<file path="config.mk">
export PLATFORM = sky130hd
export DESIGN_NAME = vliw_pkt_dispatch
export DESIGN_NICKNAME = d
export VERILOG_FILES = /design/src/rtl/dispatch_pkg.sv /design/src/rtl/dp_fetch_hold.sv /design/src/rtl/dp_chain_scan.sv /design/src/rtl/dp_issue_gate.sv /design/src/rtl/vliw_pkt_dispatch.sv
export SDC_FILE = /design/constraint.sdc
export NUM_CORES = 1
export LEC_CHECK = 0
export BUFFER_PORTS_ARGS = -buffer_cell sky130_fd_sc_hd__buf_2
export CORE_AREA = 5 5 200 202
export DETAILED_ROUTE_END_ITERATION = 8
export DIE_AREA = 0 0 205 207
export GPL_ROUTABILITY_DRIVEN = 1
export SLEW_MARGIN = 25
export SYNTH_ARGS = -nofsm -noshare
export SYNTH_HDL_FRONTEND = slang
export SYNTH_SLANG_ARGS = --single-unit
</file>
<file path="constraint.sdc">
create_clock -name clk -period 2.7 [get_ports clk]
set_input_delay 0.27 -clock clk [delete_from_list [all_inputs] [get_ports clk]]
set_output_delay 0.27 -clock clk [all_outputs]
set_load 0.01 [all_outputs]
</file>
<file path="src/rtl/dispatch_pkg.sv">
package dispatch_pkg;
  typedef enum logic {
    HOLD_EMPTY = 1'b0,
    HOLD_FULL  = 1'b1
  } hold_e;
endpackage

</file>
<file path="src/rtl/dp_fetch_hold.sv">
module dp_fetch_hold
  import dispatch_pkg::*;
#(
  parameter int SLOTS = 8,
  parameter int IW    = 32,
  localparam int IDXW = $clog2(SLOTS),
  localparam int FPW  = SLOTS * IW
) (
  input  logic            clk,
  input  logic            rst,
  input  logic            flush,
  input  logic            fp_valid,
  input  logic [FPW-1:0]  fp_data,
  input  logic            issue_fire,
  input  logic            issue_last,
  input  logic [IDXW-1:0] next_start,
  output logic            fp_ready,
  output logic            accept_fire,
  output logic            held_valid,
  output logic [FPW-1:0]  held_data,
  output logic [IDXW-1:0] start_idx,
  output logic            first_flag
);
  hold_e state_q;

  assign fp_ready    = (state_q == HOLD_EMPTY) && !flush;
  assign accept_fire = fp_valid && fp_ready;
  assign held_valid  = (state_q == HOLD_FULL);

  always_ff @(posedge clk) begin
    if (rst || flush) begin
      state_q    <= HOLD_EMPTY;
      held_data  <= '0;
      start_idx  <= '0;
      first_flag <= 1'b0;
    end else begin
      case (state_q)
        HOLD_EMPTY: begin
          if (accept_fire) begin
            state_q    <= HOLD_FULL;
            held_data  <= fp_data;
            start_idx  <= '0;
            first_flag <= 1'b1;
          end
        end
        HOLD_FULL: begin
          if (issue_fire) begin
            if (issue_last) begin
              state_q    <= HOLD_EMPTY;
              first_flag <= 1'b0;
            end else begin
              start_idx  <= next_start;
              first_flag <= 1'b0;
            end
          end
        end
        default: state_q <= HOLD_EMPTY;
      endcase
    end
  end
endmodule

</file>
<file path="src/rtl/dp_chain_scan.sv">
module dp_chain_scan #(
  parameter int SLOTS = 8,
  localparam int IDXW = $clog2(SLOTS)
) (
  input  logic [SLOTS-1:0] chain_bits,
  input  logic [IDXW-1:0]  start_idx,
  output logic [SLOTS-1:0] pkt_mask,
  output logic [IDXW-1:0]  end_idx,
  output logic             ends_fetch,
  output logic [IDXW-1:0]  next_start
);
  localparam logic [IDXW-1:0] TOP = IDXW'(SLOTS - 1);

  // First slot at or above lo whose chain bit is clear; the top slot always closes.
  function automatic logic [IDXW-1:0] find_close(input logic [SLOTS-1:0] ch,
                                                 input logic [IDXW-1:0]  lo);
    logic [IDXW-1:0] e;
    logic            hit;
    e   = TOP;
    hit = 1'b0;
    for (int k = 0; k < SLOTS; k++) begin
      if (!hit && (k >= int'(lo)) && !ch[k]) begin
        e   = IDXW'(k);
        hit = 1'b1;
      end
    end
    return e;
  endfunction

  function automatic logic [SLOTS-1:0] span(input logic [IDXW-1:0] lo,
                                            input logic [IDXW-1:0] hi);
    logic [SLOTS-1:0] m;
    for (int k = 0; k < SLOTS; k++) m[k] = (k >= int'(lo)) && (k <= int'(hi));
    return m;
  endfunction

  always_comb begin
    end_idx    = find_close(chain_bits, start_idx);
    pkt_mask   = span(start_idx, end_idx);
    ends_fetch = (end_idx == TOP);
    next_start = end_idx + IDXW'(1);
  end
endmodule

</file>
<file path="src/rtl/dp_issue_gate.sv">
module dp_issue_gate #(
  parameter int SLOTS = 8,
  parameter int IW    = 32,
  localparam int FPW  = SLOTS * IW
) (
  input  logic             held_valid,
  input  logic [FPW-1:0]   held_data,
  input  logic [SLOTS-1:0] pkt_mask,
  input  logic             first_flag,
  output logic             ep_valid,
  output logic [FPW-1:0]   ep_data,
  output logic [SLOTS-1:0] ep_mask,
  output logic             ep_first
);
  assign ep_valid = held_valid;
  assign ep_first = held_valid && first_flag;
  assign ep_mask  = held_valid ? pkt_mask : '0;

  for (genvar s = 0; s < SLOTS; s++) begin : g_slot
    assign ep_data[s*IW +: IW] = ep_mask[s] ? held_data[s*IW +: IW] : '0;
  end
endmodule

</file>
<file path="src/rtl/vliw_pkt_dispatch.sv">
module vliw_pkt_dispatch #(
  parameter int SLOTS = 8,
  parameter int IW    = 32,
  localparam int IDXW = $clog2(SLOTS),
  localparam int FPW  = SLOTS * IW
) (
  input  logic             clk,
  input  logic             rst,
  input  logic             flush,
  input  logic             fp_valid,
  output logic             fp_ready,
  input  logic [FPW-1:0]   fp_data,
  output logic             ep_valid,
  input  logic             ep_ready,
  output logic [FPW-1:0]   ep_data,
  output logic [SLOTS-1:0] ep_mask,
  output logic             ep_first
);
  logic             accept_fire;
  logic             issue_fire;
  logic             issue_last;
  logic             held_valid;
  logic [FPW-1:0]   held_data;
  logic [IDXW-1:0]  start_idx;
  logic             first_flag;
  logic [SLOTS-1:0] chain_bits;
  logic [SLOTS-1:0] pkt_mask;
  logic [IDXW-1:0]  end_idx;
  logic             ends_fetch;
  logic [IDXW-1:0]  next_start;

  for (genvar s = 0; s < SLOTS; s++) begin : g_chain
    assign chain_bits[s] = held_data[s*IW];
  end

  assign issue_fire = ep_valid && ep_ready;
  assign issue_last = issue_fire && ends_fetch;

  dp_fetch_hold #(.SLOTS(SLOTS), .IW(IW)) u_hold (
    .clk        (clk),
    .rst        (rst),
    .flush      (flush),
    .fp_valid   (fp_valid),
    .fp_data    (fp_data),
    .issue_fire (issue_fire),
    .issue_last (issue_last),
    .next_start (next_start),
    .fp_ready   (fp_ready),
    .accept_fire(accept_fire),
    .held_valid (held_valid),
    .held_data  (held_data),
    .start_idx  (start_idx),
    .first_flag (first_flag)
  );

  dp_chain_scan #(.SLOTS(SLOTS)) u_scan (
    .chain_bits(chain_bits),
    .start_idx (start_idx),
    .pkt_mask  (pkt_mask),
    .end_idx   (end_idx),
    .ends_fetch(ends_fetch),
    .next_start(next_start)
  );

  dp_issue_gate #(.SLOTS(SLOTS), .IW(IW)) u_gate (
    .held_valid(held_valid),
    .held_data (held_data),
    .pkt_mask  (pkt_mask),
    .first_flag(first_flag),
    .ep_valid  (ep_valid),
    .ep_data   (ep_data),
    .ep_mask   (ep_mask),
    .ep_first  (ep_first)
  );
endmodule

</file>
=== After elaboration in Yosys (flattened, before gate mapping) ===
Index checks and enable logic that the tools add are counted.

* Memory bits (read-only): 0
* Bits in writable memories: 0
* Input port bits: 261
* Memories: 0
* Bits in registers: 261
* Output and inout bits: 267
* Latch bits: 0
* Logic and storage cells: 104

* Add/sub/neg operators: 1
* Muxes and demuxes: 35
* Eq/ne operators: 4
* Multiply operators: 0
* Div/mod/pow operators: 0
* Shifts and indexed selects: 0
* Bitwise gates (word level): 1
* Reductions and logical operators: 45
* $lt $le $gt $ge: 14

{| class="wikitable"
|+ Operator list
! operator !! count
|-
| $mux 32 || 8
|-
| $mux 3 || 11
|-
| $logic_and 1x1->1 || 25
|-
| $logic_not 1->1 || 16
|-
| $le 3x3->1 const A || 4
|-
| $mux 1 || 12
|-
| $ge 3x3->1 const A || 3
|-
| $mux 8 || 1
|-
| $ge 1x3->1 const A || 2
|-
| $ge 2x3->1 const A || 2
|-
| $le 2x3->1 const A || 2
|-
| $ne 2x2->1 const B || 3
|-
| $pmux 3 s2 || 1
|-
| $pmux 1 s2 || 2
|-
| $reduce_and 2->1 || 2
|-
| $add 3x1->3 const B || 1
|-
| $eq 3x3->1 const B || 1
|-
| $le 1x3->1 const A || 1
|-
| $reduce_and 3->1 || 1
|-
| $logic_or 1x1->1 || 1
|-
| $not 1->1 || 1
|}

=== Logic depth before layout (Yosys ltp) ===
* Depth after elaboration: 35
* Depth in mapped cells: 11
* Mapped depth without buffers: 10

=== Modules after synthesis ===
From an unflattened synthesis, not the netlist that was laid out.

* Cells, all modules: 1511
* Area total of the unflattened synthesis: 11328.4 sq um

{| class="wikitable"
|+ Modules (own cells, without submodules)
! module !! area each (sq um) !! sequential area each (sq um) !! instances !! cells an instance
|-
| dp_fetch_hold || 9032.4 || 5225.0 || 1 || 1132
|-
| dp_issue_gate || 1899.3 || 0.0 || 1 || 319
|-
| dp_chain_scan || 384.1 || 0.0 || 1 || 58
|-
| vliw_pkt_dispatch || 12.5 || 0.0 || 1 || 2
|}

=== Least setup slack after synthesis ===
Ideal clock, no wire load.

* Path kind: flip-flop to output port
* From: register u_hold.start_idx[1]
* To: output port ep_data[72]
* Arrival: 2.359 ns
* Path buffers: 2
* Data required time: 2.430 ns
* Stages on the path, launching flop included: 9
* Setup slack: 0.071 ns
* Cells stage by stage: dfxtp_1 buf_2 or3_1 a311o_1 nand2_1 ha_1 o2111a_1 clkbuf_1 and2_1

* Longest elaborated chain between the ends: 34
* Elaborated cells between the ends (all ways): 47
* Those cells by class: order compare (8); mux (17); reduce/logical (22)

{| class="wikitable"
|+ Ends and longest elaborated chain
! element !! RTL line !! text
|-
| from (decl) || dp_fetch_hold.sv:21 || <nowiki>output logic [IDXW-1:0] start_idx,</nowiki>
|-
| from (signal assigned) || dp_fetch_hold.sv:52 || <nowiki>start_idx <= next_start;</nowiki>
|-
| $ge 1x3->1 || dp_chain_scan.sv:22 || <nowiki>if (!hit && (k >= int'(lo)) && !ch[k]) begin</nowiki>
|-
| $logic_and 1x1->1 || dp_chain_scan.sv:22 ||
|-
| $mux 1 || dp_chain_scan.sv:22 ||
|-
| $logic_not 1->1 || dp_chain_scan.sv:22 ||
|-
| $logic_and 1x1->1 (2 in a row) || dp_chain_scan.sv:22 ||
|-
| $mux 1 || dp_chain_scan.sv:22 ||
|-
| $logic_not 1->1 || dp_chain_scan.sv:22 ||
|-
| $logic_and 1x1->1 (2 in a row) || dp_chain_scan.sv:22 ||
|-
| [17 not listed] || - ||
|-
| $logic_not 1->1 || dp_chain_scan.sv:22 ||
|-
| $logic_and 1x1->1 || dp_chain_scan.sv:22 ||
|-
| $mux 3 || dp_chain_scan.sv:22 ||
|-
| $le 2x3->1 || dp_chain_scan.sv:33 || <nowiki>for (int k = 0; k < SLOTS; k++) m[k] = (k >= int'(lo)) && (k <= int'(hi));</nowiki>
|-
| $logic_and 1x1->1 (*) || dp_chain_scan.sv:33 ||
|-
| $mux 8 (*) || dp_issue_gate.sv:17 || <nowiki>assign ep_mask = held_valid ? pkt_mask : '0;</nowiki>
|-
| via ep_mask[2] || vliw_pkt_dispatch.sv:16 || <nowiki>output logic [SLOTS-1:0] ep_mask,</nowiki>
|-
| $mux 32 (*) || dp_issue_gate.sv:20 || <nowiki>assign ep_data[s*IW +: IW] = ep_mask[s] ? held_data[s*IW +: IW] : '0;</nowiki>
|-
| to (decl) || vliw_pkt_dispatch.sv:15 || <nowiki>output logic [FPW-1:0] ep_data,</nowiki>
|}

Mark *: on every way through the listed nets, which the timed path passes. The rest lies on a longest branch.

=== Worst setup path after layout ===
* From: register u_hold.start_idx[1]
* To: output port ep_data[203]

* Longest elaborated chain between the ends: 34
* Elaborated cells between the ends (all ways): 47
* Those cells by class: order compare (8); mux (17); reduce/logical (22)

{| class="wikitable"
|+ Ends and longest elaborated chain
! element !! RTL line
|-
| $ge 1x3->1 || dp_chain_scan.sv:22
|-
| $logic_and 1x1->1 || dp_chain_scan.sv:22
|-
| $mux 1 || dp_chain_scan.sv:22
|-
| $logic_not 1->1 || dp_chain_scan.sv:22
|-
| $logic_and 1x1->1 (2 in a row) || dp_chain_scan.sv:22
|-
| $mux 1 || dp_chain_scan.sv:22
|-
| $logic_not 1->1 || dp_chain_scan.sv:22
|-
| $logic_and 1x1->1 (2 in a row) || dp_chain_scan.sv:22
|-
| [16 not listed] || -
|-
| $mux 1 || dp_chain_scan.sv:22
|-
| $logic_not 1->1 || dp_chain_scan.sv:22
|-
| $logic_and 1x1->1 || dp_chain_scan.sv:22
|-
| $mux 3 || dp_chain_scan.sv:22
|-
| $le 3x3->1 || dp_chain_scan.sv:33
|-
| $logic_and 1x1->1 (*) || dp_chain_scan.sv:33
|-
| $mux 8 (*) || dp_issue_gate.sv:17
|-
| $mux 32 (*) || dp_issue_gate.sv:20
|}

Mark *: on every way between the ends. The rest lies on a longest branch, timed or not.

==> impl_metrics.toml <==
[run_status]
outcome = "finished with violations"
violations = "negative setup slack"

[critical_path]
reg2reg_to = "u_hold.start_idx[0]"
cp.required_ns = 2.43
crit_path_start_kind = "flop"
worstPathCellList = "or3_1, a311o_1, nand2_2, ha_4, o2111ai_4, buf_12, clkbuf_16, nor3b_2, buf_2"
r2r_cells = 8
path_delay_family = "simple AND/OR/NAND/NOR gates"
crit_buf_inv = 3
end_kind = "primary output"
r2r_slack_ns = 0.27
r2r-start = "u_hold.start_idx[1]"
crit_fanout = 8
max_stage_delay_ns = 0.38
worstSetupEndpoint = "ep_data[203]"
cp-startpoint = "u_hold.start_idx[1]"
cp_slowest_cell = "or3_1"
worstPathArrival_ns = 2.88
cp.depth = 9
path_class = "flop to primary output"

[floorplanning]
fp.coreArea_sq_um = 38100
die_y_um = 207
die_area_sq_um = 42400
initial_core_util = 0.306
io_pins = 528
rows = 72
die_width_um = 205

[logic_synthesis]
synth.avg_cell_area_sq_um = 7.82
syn_area_sq_um = 11600
ys_async_sr_fraction = 0
netlist_instances = 1489
synth_compound_area_frac = 0.131
synth_simple_gate_area_frac = 0.369
synth_xor_area_frac = 0
muxShareOfSynthArea = 0
ys_seq_area_frac = 0.449
synth_seq_cells = 261
synth_top_family_by_area = "simple AND/OR/NAND/NOR gates"
synth_edf_count = 0
synth_fa_ha_area_frac = 0.00430
ys.flop_type = "dfxtp_1"
yosysUniqueCellTypes = 35
ys_warn_count = 0
syn_nets = 1754

[routing]
route.detailed.drc = 0
viasPerCell = 4.85
drtIter0Drc = 842
antenna_left = 0
routed_wl_um = 52100
drtPass1Iterations = 5
wire_per_inst_um = 18.6
vias = 13591

[grt]
grtUsageTotal = 0.213
grt_pass1_vias = 13801
antenna_found_initial = 4
grt_max_degree = 105
grt_pass1_wl_um = 74500
grt-ovfl-total = 0

[power]
cellPowerDensity_nw_per_um2 = 448
seqPwrFrac = 0.445
swShare = 0.241
intPower_mw = 6.80
leakage_nw = 8.62
switching_power_mw = 2.15
comb_power_share = 0.110
p_total_mw = 8.95
p_clk_frac = 0.445
peakVddDrop_mv = 0.499

[sta]
hold_viol = 0
finalSetupViolCount = 158
finalMaxSlewViolations = 0
setup_ws_ns = -0.453
rsz0062_at_grt = "true"
tns_ns = -46.47
clock_skew_ns = 0.0211
max_freq_mhz = 317
post-route-period-util = 1.17
max_slew_margin = 0.582
worst-slew-pin-transition_ns = 0.627
period_needed_ns = 3.15

[cts]
cts_tree = "yes"
clk_pin_slew_worst_paths_ns = 0.06
h-tree-depth = 1
cts_made_buffers = 29
clock_path_buffers = 3
clockRootBuffer = "clkbuf_16"
clk_latency_ns = 0.55
clock-sinks = 261

[placed_design]
gp_congestion = 0.845
port_buffers = 527
dpl.cell_count = 2449
dpl.hpwl_um = 30000

[job]
drv_cap = 0

[worst_hold_path]
worstHoldPathType = "primary input to flop"
worstHoldPathCells = 3

[finish]
area_growth_pct = 71.5
layout-drive-gt1-share = 0.365
fin_nets = 2527
final_common_cell = "nand2_1"
final_cells = 2801
layout_common_cells = "519 x nand2_1, 477 x buf_2, 263 x a21oi_1, 254 x dfxtp_1, 249 x dlygate4sd3_1"
fillers = 3299
==> worst min path at each step <==
stage / startpoint / end / slack, ns
6_report: fp_data[189] / u_hold.held_data[189] / 0.02
5_1_grt: fp_data[205] / u_hold.held_data[205] / 0.02
4_1_cts: fp_data[205] / u_hold.held_data[205] / 0.007
3_5_place_dp: u_hold.held_data[167] / u_hold.held_data[167] / 0.44
3_3_place_gp: u_hold.held_data[141] / u_hold.held_data[141] / 0.44
2_1_floorplan: fp_data[100] / u_hold.held_data[100] / 0.41
==> synth_stat cells (all sizes together) (3+ instances only) <==
| master | count | share of area |
|---|---|---|
| a21o | 3 | 0.0019 |
| a21oi | 264 | 0.11 |
| and2 | 132 | 0.071 |
| and3 | 33 | 0.018 |
| buf | 41 | 0.018 |
| clkbuf | 85 | 0.027 |
| dfxtp | 261 | 0.45 |
| ha | 4 | 0.0043 |
| inv | 4 | 0.0013 |
| nand2 | 522 | 0.17 |
| nand3 | 4 | 0.0017 |
| nor2 | 14 | 0.0045 |
| nor2b | 4 | 0.0021 |
| nor3b | 95 | 0.099 |
| o21ai | 5 | 0.0028 |
==> stage by stage <==
step	util	cell area (sq um)	hold WS, ns	worst slack (ns)
2_1_floorplan	-	11600	0.406	0.0714
6_report	0.524	20000	0.0198	-0.453
4_1_cts	0.501	19100	0.00716	-0.373
3_5_place_dp	0.393	15000	0.441	-0.0395
5_1_grt	0.524	20000	0.0178	-0.570
3_3_place_gp	0.393	15000	0.436	0.0142
==> metal layers <==
layer / vias up / wire [um] / global-route usage
met5: - / 7 / 0
met2: 736 / 25300 / 0.372
met4: 2 / 3150 / 0.102
li1: 6384 / - / -
met1: 6271 / 19000 / 0.243
met3: 198 / 4700 / 0.0519
==> cell type report <==
type | count | area (sq um) | area share
Timing Repair Buffer | 868 | 6860 | 0.344
Multi-Input combinational cell | 1098 | 6240 | 0.313
Tap cell | 518 | 648 | 0.0325
Inverter | 4 | 15.0 | 0.000752
Clock buffer | 40 | 837 | 0.0419
Sequential cell | 261 | 5240 | 0.263
Clock inverter | 11 | 116 | 0.00583
Antenna cell | 1 | 2.50 | 0.000125
==> tightest hold or removal path, delay by kind of cell <==
kind | cells | cell delay (ns)
buf+inv | 1 | 0.10
simple gates | 1 | 0.08
compound gates | 1 | 0.06
==> timing repair <==
item / in CTS / in global routing
gates cloned: 12 / 9
endpoints found under the setup margin: 197 / 191
resized for setup: 44 / 125
pin swaps: 12 / 32
endpoints found under the hold margin: 249 / 0
hold buffers: 249 / 0
setup buffers: 18 / 13
==> cells by family after synthesis <==
family | Yosys count
buffers and inverters | 130
and+or+nand+nor | 812
AOI/OAI and AO/OA | 282
DFF | 261
adders and majority gates | 4
==> state kept, by name, indices dropped and copies added, names as in the netlist <==
signal             flops
u_hold.start_idx       3
u_hold.held_data     256
u_hold.held_valid      1
u_hold.first_flag      1
==> power groups by stage <==
stage | clock [mW] | sequential [mW] | combinational [mW]
2_1_floorplan | 0 | 4.05 | 0.327
3_3_place_gp | 0 | 4.06 | 0.644
3_5_place_dp | 0 | 4.07 | 0.652
4_1_cts | 4.08 | 3.98 | 0.956
5_1_grt | 4.27 | 3.99 | 1.07
6_report | 3.98 | 3.98 | 0.988
No activity file was read; power rests on OpenSTA's default activity.
